### src/rtl/sdram_mon_pkg.sv
// Shared types for the SDRAM command monitor.
// Assumes a four-state-or-fewer per-bank model and 3-bit reason codes.
package sdram_mon_pkg;

    typedef enum logic [2:0] {
        CMD_NOP   = 3'd0,
        CMD_MRS   = 3'd1,
        CMD_ACT   = 3'd2,
        CMD_PRE   = 3'd3,
        CMD_OTHER = 3'd4
    } cmd_e;

    typedef enum logic [1:0] {
        BK_IDLE   = 2'd0,
        BK_ACTIVE = 2'd1,
        BK_PRECHG = 2'd2
    } bank_st_e;

    typedef enum logic [2:0] {
        ERR_NONE     = 3'd0,
        ERR_BUSY     = 3'd1,
        ERR_NOT_IDLE = 3'd2,
        ERR_TRP      = 3'd3,
        ERR_OPEN     = 3'd4,
        ERR_NOINIT   = 3'd5
    } err_e;

endpackage

### src/rtl/sdram_cmd_decode.sv
// Pin-level command decoder.
// Turns the four active-low command strobes into an opcode. Clock enable low
// or chip select high yield no-operation. Purely combinational; the caller
// registers whatever depends on it.
module sdram_cmd_decode
    import sdram_mon_pkg::*;
(
    input  logic cke,
    input  logic cs_n,
    input  logic ras_n,
    input  logic cas_n,
    input  logic we_n,
    output cmd_e cmd
);

    // Map the strobe levels to an opcode.
    always_comb begin
        if (!cke || cs_n) begin
            cmd = CMD_NOP;
        end else begin
            unique case ({ras_n, cas_n, we_n})
                3'b000:  cmd = CMD_MRS;
                3'b011:  cmd = CMD_ACT;
                3'b010:  cmd = CMD_PRE;
                3'b111:  cmd = CMD_NOP;
                default: cmd = CMD_OTHER;
            endcase
        end
    end

endmodule

### src/rtl/sdram_bank_tracker.sv
// One bank's state machine: idle, active with a recorded row, precharging.
// Assumes act_i and pre_i are already legality-qualified by the caller and
// never both high. A precharge started at edge t makes the bank ready at edge
// t+TRP_CLK and idle from that edge. TRP_CLK must be at least 1.
module sdram_bank_tracker
    import sdram_mon_pkg::*;
#(
    parameter int ROW_W   = 12,
    parameter int TRP_CLK = 3
) (
    input  logic             clk,
    input  logic             rst_n,
    input  logic             act_i,
    input  logic             pre_i,
    input  logic [ROW_W-1:0] row_i,
    output bank_st_e         state_o,
    output logic [ROW_W-1:0] row_o,
    output logic             ready_o
);

    localparam int CNT_W = (TRP_CLK < 2) ? 1 : $clog2(TRP_CLK);

    bank_st_e         state_q;
    logic [CNT_W-1:0] cnt_q;
    logic [ROW_W-1:0] row_q;

    // A bank may be opened when idle or when its precharge time has run out.
    assign ready_o = (state_q == BK_IDLE) || (state_q == BK_PRECHG && cnt_q == '0);
    assign state_o = state_q;
    assign row_o   = row_q;

    // Advance the bank state and the precharge countdown.
    always_ff @(posedge clk) begin
        if (!rst_n) begin
            state_q <= BK_IDLE;
            cnt_q   <= '0;
            row_q   <= '0;
        end else if (act_i) begin
            state_q <= BK_ACTIVE;
            row_q   <= row_i;
        end else if (pre_i && state_q == BK_ACTIVE) begin
            state_q <= BK_PRECHG;
            cnt_q   <= CNT_W'(TRP_CLK - 1);
        end else if (state_q == BK_PRECHG) begin
            if (cnt_q == '0) state_q <= BK_IDLE;
            else             cnt_q   <= cnt_q - 1'b1;
        end
    end

    // an expired precharge with no activate ends in idle.
    p_prechg_to_idle_r7: assert property (@(posedge clk) disable iff (!rst_n)
        (state_q == BK_PRECHG && cnt_q == '0 && !act_i) |=> (state_q == BK_IDLE));

    // the active state is only ever entered through an activate.
    p_active_entry_r5: assert property (@(posedge clk) disable iff (!rst_n)
        (state_q == BK_ACTIVE && $past(state_q) != BK_ACTIVE) |-> $past(act_i));

endmodule

### src/rtl/sdram_cmd_monitor.sv
// SDRAM command decoder and bank tracker, top level.
// Decodes each sampled command, checks it against the bank states, the
// mode-set busy window and the init flag, and reports a violation one clock
// later. An illegal command is dropped and changes no state. Assumes the bank
// field is the top BANK_W address bits and the precharge-all flag is AP_BIT.
module sdram_cmd_monitor
    import sdram_mon_pkg::*;
#(
    parameter int NUM_BANKS = 4,
    parameter int ADDR_W    = 14,
    parameter int ROW_W     = 12,
    parameter int AP_BIT    = 10,
    parameter int TRP_CLK   = 3,
    parameter int MRS_BUSY  = 2
) (
    input  logic                       clk,
    input  logic                       rst_n,
    input  logic                       cke,
    input  logic                       cs_n,
    input  logic                       ras_n,
    input  logic                       cas_n,
    input  logic                       we_n,
    input  logic [ADDR_W-1:0]          addr,
    output logic                       err_o,
    output logic [2:0]                 err_code_o,
    output logic [ADDR_W-1:0]          mode_word_o,
    output logic [2*NUM_BANKS-1:0]     bank_state_o,
    output logic [ROW_W*NUM_BANKS-1:0] open_row_o
);

    localparam int BANK_W = $clog2(NUM_BANKS);
    localparam int BUSY_W = $clog2(MRS_BUSY + 1);

    cmd_e                cmd;
    err_e                err_next;
    err_e                err_q;
    logic                err_q_flag;
    logic                accept;
    logic                inited_q;
    logic [BUSY_W-1:0]   busy_q;
    logic [ADDR_W-1:0]   mode_q;
    logic [BANK_W-1:0]   bank_sel;
    logic [NUM_BANKS-1:0] act_hit, pre_hit, ready;
    bank_st_e            st [NUM_BANKS];
    logic                all_ready;

    sdram_cmd_decode u_dec (
        .cke   (cke),
        .cs_n  (cs_n),
        .ras_n (ras_n),
        .cas_n (cas_n),
        .we_n  (we_n),
        .cmd   (cmd)
    );

    assign bank_sel  = addr[ADDR_W-1 -: BANK_W];
    assign all_ready = &ready;

    // Classify the sampled command; the busy window outranks every other rule.
    always_comb begin
        err_next = ERR_NONE;
        if (cmd != CMD_NOP && busy_q != '0) begin
            err_next = ERR_BUSY;
        end else if (cmd == CMD_MRS) begin
            if (!all_ready) err_next = ERR_NOT_IDLE;
        end else if (cmd == CMD_ACT) begin
            if (!inited_q)                       err_next = ERR_NOINIT;
            else if (st[bank_sel] == BK_ACTIVE)  err_next = ERR_OPEN;
            else if (!ready[bank_sel])           err_next = ERR_TRP;
        end
    end

    assign accept = (err_next == ERR_NONE);

    generate
        for (genvar b = 0; b < NUM_BANKS; b++) begin : g_bank
            assign act_hit[b] = accept && cmd == CMD_ACT && bank_sel == BANK_W'(b);
            assign pre_hit[b] = accept && cmd == CMD_PRE &&
                                (addr[AP_BIT] || bank_sel == BANK_W'(b));

            sdram_bank_tracker #(
                .ROW_W   (ROW_W),
                .TRP_CLK (TRP_CLK)
            ) u_bank (
                .clk     (clk),
                .rst_n   (rst_n),
                .act_i   (act_hit[b]),
                .pre_i   (pre_hit[b]),
                .row_i   (addr[ROW_W-1:0]),
                .state_o (st[b]),
                .row_o   (open_row_o[ROW_W*b +: ROW_W]),
                .ready_o (ready[b])
            );

            assign bank_state_o[2*b +: 2] = st[b];
        end
    endgenerate

    // Mode word, init flag and busy window after a mode set.
    always_ff @(posedge clk) begin
        if (!rst_n) begin
            mode_q   <= '0;
            inited_q <= 1'b0;
            busy_q   <= '0;
        end else if (accept && cmd == CMD_MRS) begin
            mode_q   <= addr;
            inited_q <= 1'b1;
            busy_q   <= BUSY_W'(MRS_BUSY);
        end else if (busy_q != '0) begin
            busy_q   <= busy_q - 1'b1;
        end
    end

    // Register the violation report.
    always_ff @(posedge clk) begin
        if (!rst_n) begin
            err_q      <= ERR_NONE;
            err_q_flag <= 1'b0;
        end else begin
            err_q      <= err_next;
            err_q_flag <= !accept;
        end
    end

    assign err_o       = err_q_flag;
    assign err_code_o  = err_q;
    assign mode_word_o = mode_q;

    // the mode word changes only when every bank was ready.
    p_mode_guard_r3: assert property (@(posedge clk) disable iff (!rst_n)
        (mode_q != $past(mode_q)) |-> $past(all_ready));

    // a command inside the busy window reports the busy code.
    p_busy_window_r4: assert property (@(posedge clk) disable iff (!rst_n)
        (busy_q != '0 && cmd != CMD_NOP) |=> (err_code_o == ERR_BUSY));

    // an activate before initialisation reports the init code.
    p_need_init_r8: assert property (@(posedge clk) disable iff (!rst_n)
        (!inited_q && cmd == CMD_ACT) |=> (err_code_o == ERR_NOINIT));

    // the flag and the reason code agree.
    p_flag_code_r9: assert property (@(posedge clk) disable iff (!rst_n)
        err_o == (err_code_o != 3'd0));

endmodule

### config.mk
export PLATFORM = sky130hd
export DESIGN_NAME = sdram_cmd_monitor
export DESIGN_NICKNAME = d
export VERILOG_FILES = /design/src/rtl/sdram_mon_pkg.sv /design/src/rtl/sdram_cmd_decode.sv /design/src/rtl/sdram_bank_tracker.sv /design/src/rtl/sdram_cmd_monitor.sv
export SDC_FILE = /design/constraint.sdc
export NUM_CORES = 1
export LEC_CHECK = 0
export BUFFER_PORTS_ARGS = -buffer_cell sky130_fd_sc_hd__buf_2
export CAP_MARGIN = 20
export CORE_ASPECT_RATIO = 1.4
export CORE_MARGIN = 2
export CORE_UTILIZATION = 50
export CTS_CLUSTER_DIAMETER = 30
export DETAILED_ROUTE_END_ITERATION = 12
export PLACE_DENSITY = 0.81
export SYNTH_ARGS = -nofsm -noshare
export SYNTH_HDL_FRONTEND = slang
export SYNTH_SLANG_ARGS = --single-unit
### constraint.sdc
create_clock -name clk -period 1.8 [get_ports clk]
set_input_delay 0 -clock clk [delete_from_list [all_inputs] [get_ports clk]]
set_output_delay 0 -clock clk [all_outputs]
set_load 0.01 [all_outputs]
Yosys cells after proc, flatten, opt, wreduce, memory -nomap -nowiden
Cells that the tools add are included.
- multiplexer cells: 44
- divide/modulo/power cells: 0
- order comparisons: 2
- multipliers: 0
- bitwise gates (word level): 6
- equality and inequality tests: 22
- add/subtract/negate cells: 5
- shift operators: 0
- reduce and logical (&&, ||, !) cells: 79
- operator list (kind ; number):
    2-to-1 mux 2 bit ; 30
    nonzero test 3 bit ; 9
    logical AND 1 bit ; 20
    nonzero test 2 bit ; 10
    zero test 2 bit ; 9
    2-to-1 mux 3 bit ; 6
    AND reduction 2 bit ; 8
    equality test 2 x 1 -> 1 bit, second input constant ; 6
    equality test 2 bit, second input constant ; 6
    equality test 3 x 2 -> 1 bit, second input constant ; 4
    one-hot mux 3 bit (4 select lines) ; 1
    AND reduction 3 bit ; 4
    OR reduction 2 bit ; 5
    subtractor 2 x 1 -> 2 bit, second input constant ; 5
    logical OR 1 bit ; 9
    inequality test 2 x 1 -> 1 bit, second input constant ; 4
    zero test 3 bit ; 2
    2-to-1 mux 1 bit ; 5
    NOT 1 bit ; 5
    binary-select mux 2 bit (select 2 bit) ; 1
    AND reduction 4 bit ; 1
    equality test 3 x 1 -> 1 bit, second input constant ; 1
    equality test 3 bit, second input constant ; 1
    >= comparator 3 bit, second input constant ; 1
    4 further kinds ; 5
- output and inout port bits: 74
- flip-flop bits (word level): 85
- logic and storage cells: 180
- bits in latches: 0
- memory bits (writable): 0
- bits of input ports: 21
- bits in read-only memories: 0
- memories: 0

Depth between registers and ports, before layout
- word-level depth: 17
- mapped depth: 8

By module
From an unflattened synthesis, not the netlist that was laid out.
- cells, all modules: 358
- area, all modules: 3751.1 µm²
- modules (own cells, without submodules) (module ; times used ; area an instance (µm²) ; cells an instance):
    sdram_bank_tracker ; 4 ; 673.1 ; 62
    sdram_cmd_monitor ; 1 ; 1021.0 ; 105
    sdram_cmd_decode ; 1 ; 37.5 ; 5

Least setup slack after synthesis
Ideal clock, no wire load.
- path type: reg-to-reg
- start: reg g_bank[2].u_bank.state_q[1]
- end: reg g_bank[3].u_bank.row_q[0]
- required time: 1.679 ns
- buffers on the path: 2
- stages on the path, launching flop included: 8
- arrival time: 1.449 ns
- library setup time: 0.121 ns
- setup slack: 0.230 ns
- clock period less this slack: 1.570 ns
- path through: dfxtp_1 > and3b_1 > o21ai_1 > and4_1 > buf_6 > nand3_4 > buf_6 > mux2i_1
- cells in the longest elaborated chain, start to end: 14
- elaborated cells on any way between the ends: 21
- classes of those cells: 2 x eq/ne; 12 x mux; 7 x reduce/logical
- RTL lines (item ; RTL line ; text):
    start: declaration ; sdram_bank_tracker.sv:23 ; bank_st_e state_q;
    start signal: assignment ; sdram_bank_tracker.sv:35 ; state_q <= BK_IDLE;
    start signal: assignment ; sdram_bank_tracker.sv:39 ; state_q <= BK_ACTIVE;
    start signal: assignment ; sdram_bank_tracker.sv:42 ; state_q <= BK_PRECHG;
    equality test 2 bit ; sdram_bank_tracker.sv:28 ; assign ready_o = (state_q == BK_IDLE) || (state_q == BK_PRECHG && cnt_q == '0);
    logical AND 1 bit ; sdram_bank_tracker.sv:28 ;
    logical OR 1 bit ; sdram_bank_tracker.sv:28 ;
    binary-select mux 1 bit (select 2 bit) ; sdram_cmd_monitor.sv:69 ; else if (!ready[bank_sel]) err_next = ERR_TRP;
    2-to-1 mux 1 bit (not written as such) ; sdram_cmd_monitor.sv:69 ;
    2-to-1 mux 2 bit ; sdram_cmd_monitor.sv:69 ;
    2-to-1 mux 3 bit ; sdram_cmd_monitor.sv:68 ; else if (st[bank_sel] == BK_ACTIVE) err_next = ERR_OPEN;
    2-to-1 mux 3 bit ; sdram_cmd_monitor.sv:67 ; if (!inited_q) err_next = ERR_NOINIT;
    2-to-1 mux 3 bit ; sdram_cmd_monitor.sv:66 ; end else if (cmd == CMD_ACT) begin
    2-to-1 mux 3 bit * ; sdram_cmd_monitor.sv:64 ; end else if (cmd == CMD_MRS) begin
    2-to-1 mux 3 bit * ; sdram_cmd_monitor.sv:62 ; if (cmd != CMD_NOP && busy_q != '0) begin
    zero test 3 bit * ; sdram_cmd_monitor.sv:73 ; assign accept = (err_next == ERR_NONE);
    logical AND 1 bit * (2 in series) ; sdram_cmd_monitor.sv:77 ; assign act_hit[b] = accept && cmd == CMD_ACT && bank_sel == BANK_W'(b);
    end signal: assignment ; sdram_bank_tracker.sv:40 ; row_q <= row_i;
    end: declaration ; sdram_bank_tracker.sv:25 ; logic [ROW_W-1:0] row_q;
Every way passes the cells marked *; elsewhere a longest branch is shown, timed or not. The select of a mux whose other input is x is not followed.
A chain may end at the register's enable or synchronous reset.

Final worst setup path
- start: reg g_bank[3].u_bank.cnt_q[0]
- end: reg g_bank[3].u_bank.row_q[10]
- cells in the longest elaborated chain, start to end: 14
- elaborated cells on any way between the ends: 16
- classes of those cells: 9 x mux; 7 x reduce/logical
- RTL lines (item ; RTL line ; text):
    start: declaration ; sdram_bank_tracker.sv:24 ; logic [CNT_W-1:0] cnt_q;
    start signal: assignment ; sdram_bank_tracker.sv:43 ; cnt_q <= CNT_W'(TRP_CLK - 1);
    start signal: assignment ; sdram_bank_tracker.sv:46 ; else cnt_q <= cnt_q - 1'b1;
    zero test 2 bit * ; sdram_bank_tracker.sv:28 ;
    logical AND 1 bit * ; sdram_bank_tracker.sv:28 ;
    logical OR 1 bit * ; sdram_bank_tracker.sv:28 ;
    binary-select mux 1 bit (select 2 bit) ; sdram_cmd_monitor.sv:69 ;
    2-to-1 mux 1 bit (not written as such) ; sdram_cmd_monitor.sv:69 ;
    2-to-1 mux 2 bit ; sdram_cmd_monitor.sv:69 ;
    2-to-1 mux 3 bit ; sdram_cmd_monitor.sv:68 ;
    2-to-1 mux 3 bit ; sdram_cmd_monitor.sv:67 ;
    2-to-1 mux 3 bit ; sdram_cmd_monitor.sv:66 ;
    2-to-1 mux 3 bit * ; sdram_cmd_monitor.sv:64 ;
    2-to-1 mux 3 bit * ; sdram_cmd_monitor.sv:62 ;
    zero test 3 bit * ; sdram_cmd_monitor.sv:73 ;
    logical AND 1 bit * (2 in series) ; sdram_cmd_monitor.sv:77 ;
Marks and branches as above.

==> summary.txt <==
Drt
  – Final antenna-violating net count: 0
  – Initial detailed-routing violation count: between 100 and 150
  – Via count: roughly 3000
  – Wire per inst: about 15 µm
  – DR pass1 iterations: 4
  – Drt drc: 0
  – Routed WL: ~8.4 mm
  – Vias/cell: roughly 5.2

Critical path
  – Cell family with most CP delay: simple AND/OR/NAND/NOR gates
  – Reg-to-reg critical path endpoint: g_bank[3].u_bank.row_o[10]
  – Critical Path Sink Type: flop
  – CP Launch Type: flop
  – CP Cell Sequence: inv_1 > ha_1 > nor2b_1 > nor4_1 > buf_4 > nand3_4 > mux2i_1
  – WP data arrival: ~2.0 ns
  – CP bufs+invs: 2
  – R2r setup slk: around 0.057 ns
  – CP peak stage delay: between 0.3 and 0.4 ns
  – Maximum fanout along the worst path: 13
  – Reg-to-reg startpoint: g_bank[3].u_bank.cnt_q[0]
  – Slowest CP cell: nor4_1
  – CP Class: reg2reg
  – Worst reg2reg path depth: 7
  – Critical Path RT: ~2.0 ns

STA
  – Final worst slack: 0.05737 ns
  – Fmax: about 0.57 GHz
  – Slew Limit Headroom: 0.6259
  – Setup violators final: 0
  – RSZ-0062 raised after global routing: yes
  – Layout Skew: a little under 0.007 ns
  – Slew @ Worst Pin: 0.5586 ns
  – Max-slew violations: 0
  – Final hold viol count: 1
  – Setup TNS: 0 ns
  – Post-route minimum period: between 1.5 and 2 ns
  – Tcrit/Tclk final: 0.9681
  – WHS: -0.001173 ns

Synthesis
  – Most common cell in the netlist: dfxtp_1
  – Synth area leader: dfxtp_1
  – Seq/Total Area, Yosys: 0.4890
  – Ys Warns: 0
  – Distinct cells, synth: 40
  – Most frequently used flop master after synthesis: dfxtp_1
  – Mapped Avg Cell Area: approximately 9.5 µm²
  – Cells after Synth: roughly 370
  – Yosys reg bits: 85
  – Top cells by area, synth: dfxtp_1 (49%), mux2i_1 (14%), nand2_1 (8.1%), o21ai_0 (3.5%), a21boi_0 (2.4%)
  – Post-synth top cells: dfxtp_1 (85), nand2_1 (75), mux2i_1 (48)
  – Mapped cell area: around 3500 µm²
  – Share of flip-flops with an asynchronous set or reset: 0
  – Post-synth EDFFs: 0
  – Syn nets: between 300 and 400
  – Post-synth top area share: 0.4890

Cells and area
  – Fillers: 578
  – Layout cell share with drive strength beyond 1: 0.3067
  – Final cell count without fillers: 571
  – Final net count: slightly below 500
  – Area growth, synth to finish: 27.36%
  – Number of diodes: 0

Clock network
  – CTS Sinks: 85
  – CTS Buffer Depth: 2
  – Clk_lat worst skew: roughly 0.36 ns
  – Root Driver: clkbuf_8
  – TritonCTS clock tree: yes
  – Clock transition at path regs: ~0.080 ns
  – H-tree levels: 3
  – Inserted Clock Buffers: 9

Floorplanning
  – # IOs: 95
  – Die ar.: ~7700 µm²
  – Row count: 36
  – Die X: 74.51 µm
  – Die extent in y: 102.7 µm
  – Initial Util: 0.5082
  – Area of the core: between 6000 and 7000 µm²

Min path
  – Worst Hold Class: in2reg
  – Beginning of the worst hold path: addr[0]
  – Hold depth: 3
  – WHS Endpoint: g_bank[3].u_bank.row_o[0]

Global route
  – Total gr overflow: 0
  – Vias in the first global route: between 2000 and 3000
  – Largest net degree at the start of global routing: 43
  – Initial antenna violation count: 0
  – GR Util All Layers: 0.2283
  – Global-route wire length before repair: roughly 13 mm

Power and ir drop
  – LEAKAGE: between 2 and 2.5 nW
  – Max VDD drop: ~560 µV
  – Pwr/cell area: around 780 nW/µm²

Placed design
  – Routability cong.: about 1
  – Place WS: -0.1458 ns
  – Dpl cells: approximately 550
  – DP HPWL: around 5.8 mm
  – Input/output buffers: 94

Run status
  – Status: complete, but fails checks
  – Violated checks: negative hold slack

Job
  – Max cap viols: 0
-- layout make-up --
type                       instances  area (µm²)  share of cell area
tap                               95       118.9             0.02682
clock inverter                     3       42.54            0.009599
multi-input combinational        244        1654              0.3732
inverter                          15       56.30             0.01270
timing repair buffer             116       688.2              0.1553
clock buffer                      13       168.9             0.03811
sequential                        85        1703              0.3842
-- per-stage QoR --
step             util  area [µm²]  power (mW)
2_1_floorplan       -        3480       2.026
3_3_place_gp   0.5967        4085       2.095
3_5_place_dp   0.5967        4085       2.097
4_1_cts        0.6394        4378       3.475
5_1_grt        0.6473        4432       3.575
6_report       0.6473        4432       3.466
-- worst max path at each step --
stage | startpoint | end | slack, ns | cells past startpoint
after global routing | g_bank[3].u_bank.cnt_q[0] | g_bank[3].u_bank.row_o[8] | -0.03 | 7
after global placement | g_bank[2].u_bank.state_o[1] | g_bank[3].u_bank.row_o[3] | -0.02 | 5
after CTS | g_bank[3].u_bank.cnt_q[0] | mode_word_o[2] | 0.006 | 8
after floorplan | g_bank[2].u_bank.state_o[1] | g_bank[3].u_bank.row_o[0] | 0.23 | 7
after detailed placement | g_bank[2].u_bank.state_o[1] | g_bank[0].u_bank.row_o[11] | -0.15 | 5
final | g_bank[3].u_bank.cnt_q[0] | g_bank[3].u_bank.row_o[10] | 0.06 | 7
-- power by group --
part           internal, mW  switching, mW
sequential             1.88        0.00337
clock                 0.753          0.643
combinational        0.0736          0.109
-- routing by layer --
metal / part of all wire / track usage
met2: 0.51 / 0.4071
met4: 0.029 / 0.09615
met5: 0 / 0
met3: 0.053 / 0.04594
met1: 0.41 / 0.2611
-- cells by family after synthesis --
logic type / after synthesis / share of synthesized area
AND/OR/NAND/NOR: 137 / 0.2057
flip-flops: 85 / 0.4890
AO/OA/AOI/OAI: 52 / 0.09242
multiplexers: 48 / 0.1381
buffers and inverters: 36 / 0.05286
adder cells (fa/ha/maj): 4 / 0.01438
XOR/XNOR: 3 / 0.007553
-- tightest hold or removal path: cells and delay by family --
kind	cells	cell delay, ns
mux	1	0.13
simple gates	1	0.10
buf+inv	1	0.07
-- cell usage in the layout (no fill, tap or decap), drive strengths merged, types with 2 or more instances in the layout --
cell         count
a21boi          15
a21oi            5
and3             3
and3b            2
buf            110
clkbuf          13
dfxtp           85
dlygate4sd3      6
ha               4
inv             15
mux2i           48
nand2           75
nand2b           5
nand3           18
nand4b           2
nor2             4
nor2b           10
nor3             6
nor4             7
o21ai           25
xnor2            3
-- registers in the layout, indices dropped and copies added (netlist names) --
| signal | flops |
|---|---|
| g_bank.u_bank.state_o | 8 |
| busy_q | 2 |
| g_bank.u_bank.cnt_q | 8 |
| inited_q | 1 |
| err_code_o | 3 |
| mode_word_o | 14 |
| g_bank.u_bank.row_o | 48 |
| err_o | 1 |
-- repair_timing --
action | 4_1_cts | 5_1_grt
buffers inserted | 1 | 0
endpoints found under the hold margin | 7 | 0
pin swaps | 1 | 3
hold buffers | 6 | 0
resized for setup | 1 | 12
setup endpoints to repair | 52 | 81
No activity file was read; power rests on OpenSTA's default activity.
